--- config.mk ---
export PLATFORM = sky130hd
export DESIGN_NAME = io_contention_seq
export DESIGN_NICKNAME = d
export VERILOG_FILES = /design/src/rtl/io_cont_pkg.sv /design/src/rtl/io_cont_phase.sv /design/src/rtl/io_cont_pattern.sv /design/src/rtl/io_cont_idx.sv /design/src/rtl/io_contention_seq.sv
export SDC_FILE = /design/constraint.sdc
export NUM_CORES = 1
export LEC_CHECK = 0
export BUFFER_PORTS_ARGS = -buffer_cell sky130_fd_sc_hd__buf_2
export CAP_MARGIN = 20
export CORE_ASPECT_RATIO = 0.9
export CORE_MARGIN = 2
export CORE_UTILIZATION = 54
export DETAILED_ROUTE_END_ITERATION = 16
export PLACE_DENSITY = 0.88
export SLEW_MARGIN = 0
export SYNTH_ARGS = -nofsm -noshare
export SYNTH_HDL_FRONTEND = slang
export SYNTH_SLANG_ARGS = --single-unit
export TNS_END_PERCENT = 50
--- constraint.sdc ---
create_clock -name clk -period 7.62 [get_ports clk]
set_input_delay 0.381 -clock clk [delete_from_list [all_inputs] [get_ports clk]]
set_output_delay 0.381 -clock clk [all_outputs]
set_load 0.005 [all_outputs]
--- src/rtl/io_cont_pkg.sv ---
package io_cont_pkg;

   localparam int N_PH = 4;
   localparam int PH_W = $clog2(N_PH + 1);

   typedef enum logic [1:0] {
      MACH_48K      = 2'b00,
      MACH_128K     = 2'b01,
      MACH_LATE     = 2'b10,
      MACH_LATE_ALT = 2'b11
   } mach_e;

   function automatic logic port_quiet(mach_e m);
      return (m == MACH_LATE) || (m == MACH_LATE_ALT);
   endfunction

   // bit g set means T-state g+1 carries a check
   function automatic logic [N_PH-1:0] phase_mask(logic in_range, logic low_bit);
      logic [N_PH-1:0] m;
      case ({in_range, low_bit})
         2'b11:   m = 4'b1111;
         2'b10:   m = 4'b0011;
         2'b00:   m = 4'b0010;
         default: m = 4'b0000;
      endcase
      return m;
   endfunction

endpackage

--- src/rtl/io_cont_phase.sv ---
module io_cont_phase
   import io_cont_pkg::*;
(
   input  logic            clk,
   input  logic            rst_n,
   input  logic            start,
   output logic            accept,
   output logic            active,
   output logic [PH_W-1:0] phase
);

   localparam logic [PH_W-1:0] LAST = PH_W'(N_PH);

   assign accept = start && ((phase == '0) || (phase == LAST));
   assign active = (phase != '0);

   always_ff @(posedge clk) begin
      if (!rst_n) begin
         phase <= '0;
      end else if (accept) begin
         phase <= PH_W'(1);
      end else if (phase == LAST) begin
         phase <= '0;
      end else if (phase != '0) begin
         phase <= phase + PH_W'(1);
      end
   end

endmodule

--- src/rtl/io_cont_pattern.sv ---
module io_cont_pattern
   import io_cont_pkg::*;
(
   input  logic            active,
   input  logic            in_range,
   input  logic            low_bit,
   input  logic            quiet,
   input  logic [PH_W-1:0] phase,
   output logic            chk
);

   logic [N_PH-1:0] mask;
   logic [N_PH-1:0] sel;

   assign mask = quiet ? '0 : phase_mask(in_range, low_bit);

   for (genvar g = 0; g < N_PH; g++) begin : g_ph
      assign sel[g] = (phase == PH_W'(g + 1));
   end

   assign chk = active && |(mask & sel);

endmodule

--- src/rtl/io_cont_idx.sv ---
module io_cont_idx
   import io_cont_pkg::*;
#(
   parameter int TS_W     = 17,
   parameter int OFS_48   = 5,
   parameter int OFS_128  = 7,
   parameter int OFS_LATE = 7,
   parameter bit IDX_REG  = 1'b0
) (
   input  logic            clk,
   input  logic            rst_n,
   input  mach_e           mach,
   input  logic [TS_W-1:0] tstate,
   input  logic [TS_W-1:0] frame_len,
   output logic [TS_W-1:0] idx
);

   localparam int SUM_W = TS_W + 1;

   if (OFS_48 >= (1 << TS_W) || OFS_128 >= (1 << TS_W) || OFS_LATE >= (1 << TS_W)) begin : g_bad_ofs
      $error("io_cont_idx: offset does not fit TS_W");
   end

   logic [SUM_W-1:0] ofs;
   logic [SUM_W-1:0] sum;
   logic [SUM_W-1:0] flen_x;
   logic [TS_W-1:0]  folded;

   always_comb begin
      case (mach)
         MACH_48K:  ofs = SUM_W'(OFS_48);
         MACH_128K: ofs = SUM_W'(OFS_128);
         default:   ofs = SUM_W'(OFS_LATE);
      endcase
   end

   assign flen_x = {1'b0, frame_len};
   assign sum    = {1'b0, tstate} + ofs;

   always_comb begin
      logic [SUM_W-1:0] t;
      t      = (sum >= flen_x) ? (sum - flen_x) : sum;
      folded = t[TS_W-1:0];
   end

   if (IDX_REG) begin : g_reg
      always_ff @(posedge clk) begin
         if (!rst_n) idx <= '0;
         else        idx <= folded;
      end
   end else begin : g_comb
      assign idx = folded;
   end

endmodule

--- src/rtl/io_contention_seq.sv ---
module io_contention_seq
   import io_cont_pkg::*;
#(
   parameter int ADDR_W   = 16,
   parameter int TS_W     = 17,
   parameter int OFS_48   = 5,
   parameter int OFS_128  = 7,
   parameter int OFS_LATE = 7
) (
   input  logic              clk,
   input  logic              rst_n,
   input  logic              cyc_start,
   input  logic [ADDR_W-1:0] port_addr,
   input  logic [1:0]        mach_sel,
   input  logic [TS_W-1:0]   cur_tstate,
   input  logic [TS_W-1:0]   frame_len,
   output logic              busy,
   output logic [PH_W-1:0]   io_tcycle,
   output logic              chk_en,
   output logic [TS_W-1:0]   lookup_idx
);

   if (ADDR_W < 2) begin : g_bad_addr
      $error("io_contention_seq: ADDR_W must be at least 2");
   end
   if (TS_W < 4) begin : g_bad_ts
      $error("io_contention_seq: TS_W must be at least 4");
   end

   localparam logic [1:0] RANGE_TAG = 2'b01;

   logic  start_ok;
   logic  range_q;
   logic  bit0_q;
   mach_e mach_q;

   io_cont_phase u_phase (
      .clk    (clk),
      .rst_n  (rst_n),
      .start  (cyc_start),
      .accept (start_ok),
      .active (busy),
      .phase  (io_tcycle)
   );

   always_ff @(posedge clk) begin
      if (!rst_n) begin
         range_q <= 1'b0;
         bit0_q  <= 1'b0;
         mach_q  <= MACH_48K;
      end else if (start_ok) begin
         range_q <= (port_addr[ADDR_W-1 -: 2] == RANGE_TAG);
         bit0_q  <= port_addr[0];
         mach_q  <= mach_e'(mach_sel);
      end
   end

   io_cont_pattern u_pattern (
      .active   (busy),
      .in_range (range_q),
      .low_bit  (bit0_q),
      .quiet    (port_quiet(mach_q)),
      .phase    (io_tcycle),
      .chk      (chk_en)
   );

   io_cont_idx #(
      .TS_W     (TS_W),
      .OFS_48   (OFS_48),
      .OFS_128  (OFS_128),
      .OFS_LATE (OFS_LATE),
      .IDX_REG  (1'b0)
   ) u_idx (
      .clk       (clk),
      .rst_n     (rst_n),
      .mach      (mach_q),
      .tstate    (cur_tstate),
      .frame_len (frame_len),
      .idx       (lookup_idx)
   );

endmodule

==> flow_summary.toml <==
[outcome]
outcome = "finished clean"

[synthesis]
synth_cell_types = 56
synthTopCellsByCount = "inv_1 (32), a21oi_1 (24), ha_1 (23), xnor2_1 (19), nand2_1 (17)"
synth_nets = 330
synth_seq_cells = 7
yosys_most_used_dff = "dfxtp_1"
ys_async_sr_fraction_pct = 0
synthTopCellsByArea = "ha_1 (15%), xnor2_1 (8.8%), dfxtp_1 (7.4%)"
syn_inst = 250
syn_area_per_cell_um2 = 7.56
synth_edf_count = 0
yosysMostFrequentCell = "inv_1"
ys_seq_area_share_pct = 7.42
ys_warn_count = 0
yosys.area.top_type = "ha_1"
yosys.area.top_type_share_pct = 15.2
syn-cell-area_mm2 = 0.00189

[clocking]
clkSinkCount = 7
cts_inserted_buffers = 3
clk_pin_slew_worst_paths_ps = 40
cts_resized = 0
clk_latency_ps = 220
holdBufCountCts = 0
clockRootBuffer = "clkbuf_8"
clock_path_buffers = 2
cts_max_level = 1
cts_tree = "built"
cts_setup_buffers = 0

[global_route]
use_met1_pct = 31.8
grt_usage_pct = 24.3
first_global_vias = 1793
grt_pass1_wl_um = 7670
met2_usage_pct = 43.4
met3_usage_pct = 3.01
overflow = 0
grt_antenna_before_repair = 0
gr-max-usage-layer = "met2"
grt_max_degree = 14

[route]
first_pass_iters = 5
ant_nets = 0
drt_iter0_drc = 218
route.detailed.drc = 0
vias_per_cell = 5.63
routedWlPerCell_um = 13.2
wl_um = 4730
vias = 2014

[placement]
gp_congestion = 0.923
hpwl_um = 3820
placed_area_mm2 = 0.00223
portBuffers = 63
dpl.cell_count = 354

[sta]
whs_ps = 425
fin_tns_setup_ps = 0
rsz0062_at_grt = "false"
clock_skew_ps = 0.994
final_max_slew_viol_count = 0
fin_crit_sh_pct = 61.3
finalSetupViolations = 0
hold_violations = 0
slew_headroom_pct = 53.3
worst_slew_pin_slew_ps = 701
fin_crit_ps = 4670
max_freq_mhz = 214

[cells_and_area]
area_growth_pct = 20.5
fin_cells = 358
final_area_mm2 = 0.00228
final_layout_size_suffix_gt1_share_pct = 28.7
num_antenna_cells = 0
final_nets = 395

[critical_path]
path_class = "reg -> out"
start_kind = "flip-flop"
critPathTopFamily = "compound AO/OA/AOI/OAI gates"
crit_arrival_ps = 4290
max_stage_delay_ps = 580
critical_path.most_common_cell = "ha_1"
slowest_stage = "a21oi_1"
rr_worst_depth = 6
crit_buf_inv = 2
crit_chain = "or2_2 -> ha_1 -> a211oi_2 -> nor3_2 -> nand4_1 -> xnor2_1 -> ha_1 -> inv_1 -> o32ai_1 -> nor2_1 -> a21oi_1 -> nor2_2 -> o31ai_1 -> buf_2"
required_ps = 7240
cp_max_fo = 7
worst_setup_path_end_kind = "primary output"
cp.depth = 14

[floorplan]
start_util_pct = 56.3
io_pins = 77
die-area_mm2 = 0.00399
fp-row-count = 20
die_x_um = 66.4
die_h_um = 60.1
core_area_mm2 = 0.00335

[hold_path]
whs_path_depth = 3
hold_path.class = "in -> reg"

[power_and_ir_drop]
finalPower_mw = 0.303
p_leak_nw = 1.12
vdd_ir_drop_max_mv = 0.126
power_density_mw_per_mm2 = 133

[job]
cap_violations = 0
==> power breakdown <==
group	leakage [nW]	internal, mW	switching [mW]
clock network	0.0228	0.0361	0.0153
logic	1.04	0.0976	0.111
registers	0.0573	0.0399	0.00297
total	1.12	0.174	0.129
==> worst paths after layout <==
check / from / to / slack (ps)
worst max-delay path: mach_q[1]$_SDFFE_PN0P_ / lookup_idx[13] / 2950
worst min-delay path: mach_sel[1] / mach_q[1]$_SDFFE_PN0P_ / 420
worst max register to register: u_phase.phase[0]$_SDFFE_PN0P_ / range_q$_SDFFE_PN0P_ / 6080
worst min register to register: mach_q[0]$_SDFFE_PN0P_ / mach_q[0]$_SDFFE_PN0P_ / 470
==> worst register-to-register path: stages (launching register included) <==
cell	delay (ps)
dfxtp_1	350
inv_1	110
ha_1	390
nand2_1	230
nor3b_1	230
a21oi_1	60
nor2b_1	110
==> sequential cells by signal, summed over array words and instances (netlist names) <==
name           cells
u_phase.phase      3
mach_q             2
range_q            1
bit0_q             1
==> kinds of logic after synthesis <==
logic type               after synthesis  synth area share (%)
AO/OA/AOI/OAI                         76                  28.3
XOR/XNOR                              25                  11.6
multiplexers                           8                  5.50
AND/OR/NAND/NOR                       74                  21.9
buffers and inverters                 35                  7.88
flip-flops                             7                  7.42
adder cells (fa/ha/maj)               25                  17.4
==> placed cells by master, fill, tap and decap left out, types with 2 or more instances in the layout <==
master    count
nor3b_1       2
a31oi_1       3
o31ai_1       4
nor3_1        8
ha_1         23
nand3_1      14
inv_1        32
and4_4        2
o21a_1        5
o21ai_0      12
a211oi_1      2
a21oi_1      24
fa_1          2
mux2_2        3
clkbuf_8      3
nand2b_1      2
nor2b_1       4
nor2_1       10
or3_1         2
buf_2        63
nand2_1      17
a21o_1        4
a21o_2        2
xor2_1        6
nand4_1       4
mux2_4        4
dfxtp_1       7
xnor2_1      19
a21boi_0      4
==> routing by layer <==
metal  vias up  routed length [µm]
met4         0                  14
met5         -                   0
met3         4                 242
met1       915                2170
li1       1030                   -
met2        65                2310
==> per-stage QoR <==
stage | utilization [%] | setup WS (ps)
after detailed placement | 66.5 | 3230
final | 67.9 | 2950
after global placement | 66.5 | 3260
after floorplan | - | 3790
after global routing | 67.9 | 2650
after CTS | 67.9 | 2990
==> final cells by class <==
| cell class | instances | area, µm² |
|---|---|---|
| Fill cell | 316 | 1080 |
| Sequential cell | 7 | 140 |
| Clock buffer | 4 | 45.0 |
| Inverter | 32 | 120 |
| Multi-Input combinational cell | 208 | 1600 |
| Tap cell | 44 | 55.1 |
| Timing Repair Buffer | 63 | 315 |
No activity file was read; power rests on OpenSTA's default activity.
